<file path="src/rtl/eag_pkg.sv">
// Package: shared widths and sequencer state type for the effective address unit.
// Assumes the instruction format numbers bit 0 as the most significant bit.
package eag_pkg;
    localparam int WORD_W  = 32;   // instruction and memory word width
    localparam int SHORT_W = 17;   // normal reference address width
    localparam int LONG_W  = 20;   // wide trap/interrupt reference width
    localparam int REG_CNT = 16;   // fast registers addressed by low addresses

    typedef enum logic [1:0] {
        ST_IDLE = 2'd0,
        ST_REQ  = 2'd1,
        ST_WAIT = 2'd2
    } eag_state_t;
endpackage

</file>
<file path="src/rtl/eag_decode.sv">
// Module: eag_decode
// Splits an instruction word into indirect flag, form flag, index enable and
// reference address. Assumes format bit k sits at vector bit WORD_W-1-k.
module eag_decode #(
    parameter int WORD_W  = eag_pkg::WORD_W,
    parameter int SHORT_W = eag_pkg::SHORT_W,
    parameter int LONG_W  = eag_pkg::LONG_W
) (
    input  logic [WORD_W-1:0] word,
    input  logic              trap_loc,
    output logic              indirect,
    output logic              long_form,
    output logic              idx_en,
    output logic [LONG_W-1:0] ref_addr
);
    localparam int IND_BIT  = WORD_W - 1;    // format bit 0
    localparam int FORM_BIT = WORD_W - 11;   // format bit 10
    localparam int IDX_HI   = LONG_W - 1;    // format bit 12
    localparam int IDX_LO   = SHORT_W;       // format bit 14
    localparam int PAD_W    = LONG_W - SHORT_W;

    // Field extraction and form selection.
    always_comb begin
        indirect  = word[IND_BIT];
        long_form = trap_loc & ~word[FORM_BIT];
        idx_en    = ~long_form & (|word[IDX_HI:IDX_LO]);
        if (long_form)
            ref_addr = word[LONG_W-1:0];
        else
            ref_addr = {{PAD_W{1'b0}}, word[SHORT_W-1:0]};
    end
endmodule

</file>
<file path="src/rtl/eag_sequencer.sv">
// Module: eag_sequencer
// Accepts one instruction at a time and runs the single-level indirect read
// handshake. Produces a one-cycle resolve strobe with the base address and the
// context needed for post-indexing. Assumes the response arrives after the
// request has been accepted; responses at any other time are ignored.
module eag_sequencer #(
    parameter int WORD_W  = eag_pkg::WORD_W,
    parameter int SHORT_W = eag_pkg::SHORT_W,
    parameter int LONG_W  = eag_pkg::LONG_W
) (
    input  logic               clk,
    input  logic               rst_n,
    input  logic               in_valid,
    output logic               in_ready,
    input  logic               dec_indirect,
    input  logic               dec_long,
    input  logic               dec_idx_en,
    input  logic [LONG_W-1:0]  dec_ref,
    input  logic [SHORT_W-1:0] idx_value,
    output logic               mem_req_valid,
    input  logic               mem_req_ready,
    output logic [LONG_W-1:0]  mem_req_addr,
    input  logic               mem_rsp_valid,
    input  logic [WORD_W-1:0]  mem_rsp_data,
    output logic               res_go,
    output logic               res_long,
    output logic               res_idx_en,
    output logic [SHORT_W-1:0] res_idx_val,
    output logic [LONG_W-1:0]  res_base
);
    import eag_pkg::*;
    localparam int PAD_W = LONG_W - SHORT_W;

    eag_state_t         state_q;
    logic               ctx_long_q;
    logic               ctx_idx_en_q;
    logic [SHORT_W-1:0] ctx_idx_q;
    logic [LONG_W-1:0]  ctx_ref_q;
    logic               accept;
    logic               rsp_take;
    logic [LONG_W-1:0]  fetched;

    // Handshake qualifiers.
    always_comb begin
        in_ready      = (state_q == ST_IDLE);
        accept        = in_valid & in_ready;
        rsp_take      = (state_q == ST_WAIT) & mem_rsp_valid;
        mem_req_valid = (state_q == ST_REQ);
        mem_req_addr  = ctx_ref_q;
    end

    // Address field of the fetched word; its own indirect bit is never looked at.
    always_comb begin
        if (ctx_long_q)
            fetched = mem_rsp_data[LONG_W-1:0];
        else
            fetched = {{PAD_W{1'b0}}, mem_rsp_data[SHORT_W-1:0]};
    end

    // Resolve strobe and operand selection: live word when direct, context when indirect.
    always_comb begin
        res_go = (accept & ~dec_indirect) | rsp_take;
        if (state_q == ST_WAIT) begin
            res_long    = ctx_long_q;
            res_idx_en  = ctx_idx_en_q;
            res_idx_val = ctx_idx_q;
            res_base    = fetched;
        end else begin
            res_long    = dec_long;
            res_idx_en  = dec_idx_en;
            res_idx_val = idx_value;
            res_base    = dec_ref;
        end
    end

    // State register: idle -> request -> wait response -> idle.
    always_ff @(posedge clk) begin
        if (!rst_n) begin
            state_q <= ST_IDLE;
        end else begin
            case (state_q)
                ST_IDLE: if (accept && dec_indirect) state_q <= ST_REQ;
                ST_REQ:  if (mem_req_ready)          state_q <= ST_WAIT;
                ST_WAIT: if (mem_rsp_valid)          state_q <= ST_IDLE;
                default:                             state_q <= ST_IDLE;
            endcase
        end
    end

    // Context capture at acceptance, held for the indirect path.
    always_ff @(posedge clk) begin
        if (!rst_n) begin
            ctx_long_q   <= 1'b0;
            ctx_idx_en_q <= 1'b0;
            ctx_idx_q    <= '0;
            ctx_ref_q    <= '0;
        end else if (accept) begin
            ctx_long_q   <= dec_long;
            ctx_idx_en_q <= dec_idx_en;
            ctx_idx_q    <= idx_value;
            ctx_ref_q    <= dec_ref;
        end
    end
endmodule

</file>
<file path="src/rtl/eag_resolve.sv">
// Module: eag_resolve
// Combinational post-indexing and fast-register detection. Assumes base has
// zero upper bits in the short form; the short sum wraps at SHORT_W bits.
module eag_resolve #(
    parameter int SHORT_W = eag_pkg::SHORT_W,
    parameter int LONG_W  = eag_pkg::LONG_W,
    parameter int REG_CNT = eag_pkg::REG_CNT
) (
    input  logic               long_form,
    input  logic               idx_en,
    input  logic [SHORT_W-1:0] idx_val,
    input  logic [LONG_W-1:0]  base,
    output logic [LONG_W-1:0]  addr,
    output logic               is_reg
);
    localparam int PAD_W = LONG_W - SHORT_W;

    logic [SHORT_W-1:0] sum;

    // Post-index add, then form select and register-range test.
    always_comb begin
        sum = base[SHORT_W-1:0] + (idx_en ? idx_val : '0);
        if (long_form)
            addr = base;
        else
            addr = {{PAD_W{1'b0}}, sum};
        is_reg = (addr < LONG_W'(REG_CNT));
    end
endmodule

</file>
<file path="src/rtl/eff_addr_gen.sv">
// Module: eff_addr_gen (top)
// Effective address generation: decode, single-level indirection, post-index,
// registered result with a one-cycle done pulse. Assumes one instruction in
// flight; in_ready low while an indirect read is outstanding.
module eff_addr_gen #(
    parameter int WORD_W  = eag_pkg::WORD_W,
    parameter int SHORT_W = eag_pkg::SHORT_W,
    parameter int LONG_W  = eag_pkg::LONG_W,
    parameter int REG_CNT = eag_pkg::REG_CNT
) (
    input  logic               clk,
    input  logic               rst_n,
    input  logic               in_valid,
    output logic               in_ready,
    input  logic [WORD_W-1:0]  in_word,
    input  logic               in_trap_loc,
    input  logic [SHORT_W-1:0] idx_value,
    output logic               mem_req_valid,
    input  logic               mem_req_ready,
    output logic [LONG_W-1:0]  mem_req_addr,
    input  logic               mem_rsp_valid,
    input  logic [WORD_W-1:0]  mem_rsp_data,
    output logic               out_done,
    output logic [LONG_W-1:0]  out_addr,
    output logic               out_is_reg,
    output logic               out_long
);
    logic               dec_indirect;
    logic               dec_long;
    logic               dec_idx_en;
    logic [LONG_W-1:0]  dec_ref;
    logic               res_go;
    logic               res_long;
    logic               res_idx_en;
    logic [SHORT_W-1:0] res_idx_val;
    logic [LONG_W-1:0]  res_base;
    logic [LONG_W-1:0]  res_addr;
    logic               res_is_reg;

    eag_decode #(.WORD_W(WORD_W), .SHORT_W(SHORT_W), .LONG_W(LONG_W)) u_decode (
        .word      (in_word),
        .trap_loc  (in_trap_loc),
        .indirect  (dec_indirect),
        .long_form (dec_long),
        .idx_en    (dec_idx_en),
        .ref_addr  (dec_ref)
    );

    eag_sequencer #(.WORD_W(WORD_W), .SHORT_W(SHORT_W), .LONG_W(LONG_W)) u_seq (
        .clk           (clk),
        .rst_n         (rst_n),
        .in_valid      (in_valid),
        .in_ready      (in_ready),
        .dec_indirect  (dec_indirect),
        .dec_long      (dec_long),
        .dec_idx_en    (dec_idx_en),
        .dec_ref       (dec_ref),
        .idx_value     (idx_value),
        .mem_req_valid (mem_req_valid),
        .mem_req_ready (mem_req_ready),
        .mem_req_addr  (mem_req_addr),
        .mem_rsp_valid (mem_rsp_valid),
        .mem_rsp_data  (mem_rsp_data),
        .res_go        (res_go),
        .res_long      (res_long),
        .res_idx_en    (res_idx_en),
        .res_idx_val   (res_idx_val),
        .res_base      (res_base)
    );

    eag_resolve #(.SHORT_W(SHORT_W), .LONG_W(LONG_W), .REG_CNT(REG_CNT)) u_resolve (
        .long_form (res_long),
        .idx_en    (res_idx_en),
        .idx_val   (res_idx_val),
        .base      (res_base),
        .addr      (res_addr),
        .is_reg    (res_is_reg)
    );

    // Result register: capture on resolve, done pulses for that one cycle.
    always_ff @(posedge clk) begin
        if (!rst_n) begin
            out_done   <= 1'b0;
            out_addr   <= '0;
            out_is_reg <= 1'b0;
            out_long   <= 1'b0;
        end else begin
            out_done <= res_go;
            if (res_go) begin
                out_addr   <= res_addr;
                out_is_reg <= res_is_reg;
                out_long   <= res_long;
            end
        end
    end
endmodule

</file>
<file path="config.mk">
export PLATFORM = sky130hd
export DESIGN_NAME = eff_addr_gen
export DESIGN_NICKNAME = d
export VERILOG_FILES = /design/src/rtl/eag_pkg.sv /design/src/rtl/eag_decode.sv /design/src/rtl/eag_sequencer.sv /design/src/rtl/eag_resolve.sv /design/src/rtl/eff_addr_gen.sv
export SDC_FILE = /design/constraint.sdc
export NUM_CORES = 1
export LEC_CHECK = 0
export BUFFER_PORTS_ARGS = -buffer_cell sky130_fd_sc_hd__buf_2
export CAP_MARGIN = 20
export CELL_PAD_IN_SITES_DETAIL_PLACEMENT = 2
export CELL_PAD_IN_SITES_GLOBAL_PLACEMENT = 2
export CORE_ASPECT_RATIO = 0.7
export CORE_MARGIN = 2
export CORE_UTILIZATION = 27
export DETAILED_ROUTE_END_ITERATION = 7
export HOLD_SLACK_MARGIN = 0.08
export PLACE_DENSITY = 0.75
export SLEW_MARGIN = 20
export SYNTH_ARGS = -nofsm -noshare
export SYNTH_HDL_FRONTEND = slang
export SYNTH_SLANG_ARGS = --single-unit
export TNS_END_PERCENT = 30
</file>
<file path="constraint.sdc">
create_clock -name clk -period 4.9 [get_ports clk]
set_input_delay 0.98 -clock clk [delete_from_list [all_inputs] [get_ports clk]]
set_output_delay 0.98 -clock clk [all_outputs]
set_load 0.005 [all_outputs]
</file>
Word-level counts from Yosys, hierarchy flattened
Cells that the tools add are included.

cells by class
  add/subtract/negate cells = 1
  multiply operators = 0
  div/mod/pow operators = 0
  magnitude comparators = 1
  equality and inequality tests = 5
  shifts and indexed selects = 0
  muxes and demuxes = 12
  bitwise operators = 9
  reduce and logical (&&, ||, !) cells = 4

operators by type and width
  operator               number
  $mux W20               4
  $mux W17               2
  $lt A20 B5 Y1 const B  1
  $add A17 B17 Y17       1
  $mux W2                3
  $pmux W2 S3            1
  $and A1 B1 Y1          5
  $ne A2 B1 Y1 const B   2
  $not A1 Y1             3
  $reduce_and A3 Y1      1
  $reduce_or A3 Y1       1
  $eq A2 B1 Y1 const B   1
  $eq A2 B2 Y1 const B   1
  $logic_not A2 Y1       1
  $mux W1                2
  $ne A2 B2 Y1 const B   1
  $logic_and A1 B1 Y1    1
  $or A1 B1 Y1           1

storage, ports and cells
  flip-flop bits (word level) = 64
  latch bits = 0
  RAM bits = 0
  bits in read-only memories = 0
  output and inout port bits = 45
  word-level logic and storage cells = 41
  memories = 0

Depth between registers and ports, before layout
  word-level depth = 9
  gate-level depth with buffers = 19
  depth with buffers taken out = 15

Modules after synthesis
Synthesis repeated with hierarchy kept, for this count alone.

unflattened totals
  cells, all modules = 497
  area total of the unflattened synthesis = 4355.4 µm²

by module, submodules not included
  module         times used  cells each  area each (µm²)
  eag_sequencer  1           236         2184.6
  eag_resolve    1           164         1111.1
  eff_addr_gen   1           73          883.3
  eag_decode     1           24          176.4

Worst setup path after synthesis
No wires, ideal clock.

  path kind = in2reg
  from = input in_trap_loc
  to = register out_addr[16]
  setup time = 0.096 ns
  arrival time = 4.088 ns
  required time = 4.804 ns
  setup slack = 0.716 ns
  cell stages on the path = 16
  cell sequence = nor2b_1 -> buf_2 -> nor3_1 -> a21oi_2 -> clkbuf_1 -> a21oi_1 -> ha_1 -> inv_1 -> fa_1 -> nor2b_1 -> o311ai_4 -> a31oi_4 -> a211oi_2 -> or4_4 -> and3_4 -> o41ai_2

between the ends
  longest elaborated chain between the ends = 7
  elaborated cells between the ends (all ways) = 8

RTL lines
  item                  RTL line             RTL
  from (decl)           eff_addr_gen.sv:16   input logic in_trap_loc,
  $and A1 B1 Y1 *       eag_decode.sv:25     long_form = trap_loc & ~word[FORM_BIT];
  $not A1 Y1            eag_decode.sv:26     idx_en = ~long_form & (|word[IDX_HI:IDX_LO]);
  $and A1 B1 Y1         eag_decode.sv:26
  $mux W1               eag_sequencer.sv:63  if (state_q == ST_WAIT) begin
  $mux W17              eag_resolve.sv:22    sum = base[SHORT_W-1:0] + (idx_en ? idx_val : '0);
  $add A17 B17 Y17      eag_resolve.sv:22
  $mux W20 *            eag_resolve.sv:23    if (long_form)
  to (signal assigned)  eff_addr_gen.sv:90   out_addr <= res_addr;
  to (decl)             eff_addr_gen.sv:24   output logic [LONG_W-1:0] out_addr,

Every way passes the cells marked *; elsewhere a longest branch is shown, timed or not.
A chain may end at the register's enable or synchronous reset.

Worst setup path in the final report
  from = register u_seq.state_q[0]
  to = register out_is_reg

between the ends
  longest elaborated chain between the ends = 6
  elaborated cells between the ends (all ways) = 14

RTL lines
  item                                 RTL line                                  RTL
  from (decl)                          eag_sequencer.sv:34                       eag_state_t state_q;
  from (signal assigned)               eag_sequencer.sv:79                       state_q <= ST_IDLE;
  from (signal assigned)               eag_sequencer.sv:82                       ST_IDLE: if (accept && dec_indirect) state_q <= ST_REQ;
  from (signal assigned)               eag_sequencer.sv:83                       ST_REQ: if (mem_req_ready) state_q <= ST_WAIT;
  $eq A2 B2 Y1                         eag_sequencer.sv:47, eag_sequencer.sv:63
  $mux W17 or $mux W1 (tied branches)  eag_sequencer.sv:63
  $mux W17                             eag_resolve.sv:22
  $add A17 B17 Y17                     eag_resolve.sv:22
  $mux W20                             eag_resolve.sv:23
  $lt A20 B5 Y1                        eag_resolve.sv:27                         is_reg = (addr < LONG_W'(REG_CNT));
  to (signal assigned)                 eff_addr_gen.sv:91                        out_is_reg <= res_is_reg;
  to (decl)                            eff_addr_gen.sv:25                        output logic out_is_reg,

Several ways; a longest one is shown, not always the timed one.

==> impl_metrics.csv <==
group,metric,value,unit
hold_path,worstHoldPathType,"reg2reg",
placement,dp_slack,425,ps
global_route,grt_overflow,0,
floorplan,dieArea,15800,um2
clocking,cts-root-buf,"clkbuf_16",
clocking,cts_setup_buffers,0,
power_and_ir_drop,power.leakage,2.26,nW
clocking,tritoncts,"done",
cells_and_area,drive_gt1_share,24.5,%
setup_path,crit_arrival,4430,ps
clocking,ctsHtreeMaxLevel,3,
detailed_routing,wire_per_inst,19.4,um
global_route,track_usage,21.4,%
detailed_routing,drtPass1Iterations,4,
sta,tns,0,ps
sta,setup_slack,743,ps
floorplan,ios,132,
clocking,clk_pin_slew,60,ps
logic_synthesis,synth_top_area_share,32.0,%
logic_synthesis,synth-main-ff-cell,"dfxtp_1",
logic_synthesis,synth.distinct_cells,65,
clocking,cts.sinks,64,
cells_and_area,insertedDiodeCount,0,
cells_and_area,fillers,1744,
logic_synthesis,yosys_warnings,0,
global_route,grt_max_degree,42,
sta,worst_clock_skew,4.18,ps
placement,place_congestion,0.836,
logic_synthesis,async_reset_ff_share,0,%
logic_synthesis,synth_area_leaders,"dfxtp_1 (32%), nand2_1 (16%), a21oi_1 (9.4%)",
sta,slew_viol_final,0,
power_and_ir_drop,irDropWorstVdd,0.154,mV
clocking,ctsLongestPathBuffers,2,
detailed_routing,drcViolationCount,0,
cells_and_area,final_cells,848,
logic_synthesis,synthCells,555,
power_and_ir_drop,powerDensity,339,nW/um2
cells_and_area,syn_to_final_growth,25.9,%
setup_path,crit_path_end_kind,"register",
clocking,cts-buffers-inserted,9,
sta,rsz0062_at_grt,"false",
placement,dp_hpwl,12400,um
global_route,antenna_found_initial,0,
sta,min_period_over_period,84.8,%
setup_path,critPathKind,"reg2reg",
sta,tightest_slew,1010,ps
sta,slew_headroom,32.7,%
global_route,grt_pass1_vias,4670,
setup_path,worstPathMaxFanout,21,
logic_synthesis,synth_edf_count,0,
detailed_routing,ant_nets,0,
sta,finalCriticalPeriod,4160,ps
detailed_routing,viasPerCell,5.14,
sta,hold_viol,0,
clocking,ctsResizeCount,0,
detailed_routing,wl,16400,um
placement,place_inst,833,
logic_synthesis,ys_seq_elements,64,
sta,setup-violations-final,0,
logic_synthesis,syn-num-nets,659,
setup_path,worst_setup_path_start_kind,"register",
cells_and_area,fin_nets,753,
status,status,"complete, no violations",
placement,numPortBuffers,109,
setup_path,critical_path_required,5180,ps
logic_synthesis,syn_area,4010,um2
floorplan,start_util,27.5,%
floorplan,die_w,150,um
floorplan,die_h,106,um
clocking,ctsHoldBuffers,0,
logic_synthesis,synth_seq_area_share,32.0,%
logic_synthesis,post_synth.cell_area_avg,7.22,um2
floorplan,coreArea,14600,um2
detailed_routing,drtIter0Drc,220,
clocking,clock_latency,340,ps
global_route,grt_pass1_wl,26000,um
cells_and_area,fin_util,34.6,%
detailed_routing,num_vias,4358,
sta,fmax,0.241,GHz
floorplan,rows,37,
run,maxCapViolCount,0,
logic_synthesis,yosysTopAreaCell,"dfxtp_1",
-- cell families after synthesis --
logic type | after synthesis | synth area share, %
and+or+nand+nor | 249 | 26.4
AOI/OAI and AO/OA | 160 | 26.8
xor gates and xnor gates | 9 | 1.97
buffers and inverters | 49 | 5.53
DFF | 64 | 32.0
muxes | 7 | 1.81
adders and majority gates | 17 | 5.50
-- cells in the final DEF (no fill, tap or decap), drive strengths merged, types with 4 or more instances in the layout --
| cell type | instances |
|---|---|
| nor2b | 4 |
| a21o | 7 |
| and2 | 5 |
| buf | 121 |
| xnor2 | 4 |
| dfxtp | 64 |
| and3 | 4 |
| xor2 | 5 |
| nor2 | 31 |
| nand3 | 10 |
| a31oi | 5 |
| a211oi | 9 |
| a21oi | 78 |
| nor3 | 9 |
| a311oi | 4 |
| clkbuf | 13 |
| or3 | 5 |
| inv | 11 |
| mux2i | 5 |
| o21ai | 20 |
| nand2 | 168 |
| ha | 16 |
| o211ai | 13 |
-- power by group --
group	switching (mW)	internal (mW)	total (mW)
combinational	0.280	0.175	0.456
clock	0.247	0.433	0.680
sequential	0.0203	0.556	0.577
-- critical path: stages (launching register included) --
cell      delay [ps]
dfxtp_1          440
nand2b_1         710
buf_4            390
nand2_1          140
nand2_1          130
ha_1             320
and2_2           270
a221oi_4         320
o21ai_1          150
a211oi_1         290
xor2_1           280
o211ai_1         120
o41a_1           410
nor2_1           100
-- Yosys cell counts (all sizes together), types with 2 or more instances --
cell type,count
nand2,168
a21oi,78
dfxtp,64
nor2,31
clkbuf,25
o21ai,20
ha,16
buf,13
o211ai,13
inv,11
nand3,10
a211oi,9
nor3,9
a21o,7
a31oi,5
and2,5
mux2i,5
or3,5
xor2,5
a311oi,4
and3,4
nor2b,4
xnor2,4
nand4,3
o2111ai,3
o21a,3
o311ai,3
a211o,2
mux2,2
nand2b,2
nand3b,2
or2,2
-- cell type report --
class | count | area, um2 | share of cell area (%)
multi-input combinational | 442 | 2520 | 49.9
inverter | 11 | 41.3 | 0.819
timing repair buffer | 121 | 651 | 12.9
sequential | 64 | 1280 | 25.4
tap | 195 | 244 | 4.84
clock buffer | 13 | 270 | 5.36
clock inverter | 2 | 37.5 | 0.744
-- layer usage --
metal / routed length (um) / global-route usage, %
met4: 245 / 5.51
met5: 0 / 0
met1: 8180 / 30.6
met3: 698 / 3.91
met2: 7290 / 33.0
-- final timing paths --
path / from / endpoint / slack (ps) / cells after the start
worst max-delay path: u_seq.state_q[0]$_SDFFE_PN0P_ / out_is_reg$_SDFFE_PN0P_ / 740 / 13
worst min-delay path: u_seq.mem_req_addr[10]$_SDFFE_PN0P_ / u_seq.mem_req_addr[10]$_SDFFE_PN0P_ / 460 / 2
worst max register to register: u_seq.state_q[0]$_SDFFE_PN0P_ / out_is_reg$_SDFFE_PN0P_ / 740 / 13
worst min register to register: u_seq.mem_req_addr[10]$_SDFFE_PN0P_ / u_seq.mem_req_addr[10]$_SDFFE_PN0P_ / 460 / 2
-- metrics by stage --
step / power, mW / instance area [um2] / hold slack, ps
3_3_place_gp: 1.01 / 4710 / 440
2_1_floorplan: 0.874 / 4010 / 436
3_5_place_dp: 1.04 / 4740 / 450
4_1_cts: 1.73 / 5040 / 459
5_1_grt: 1.81 / 5040 / 482
6_report: 1.71 / 5040 / 455
(Power assumes the default switching activity.)
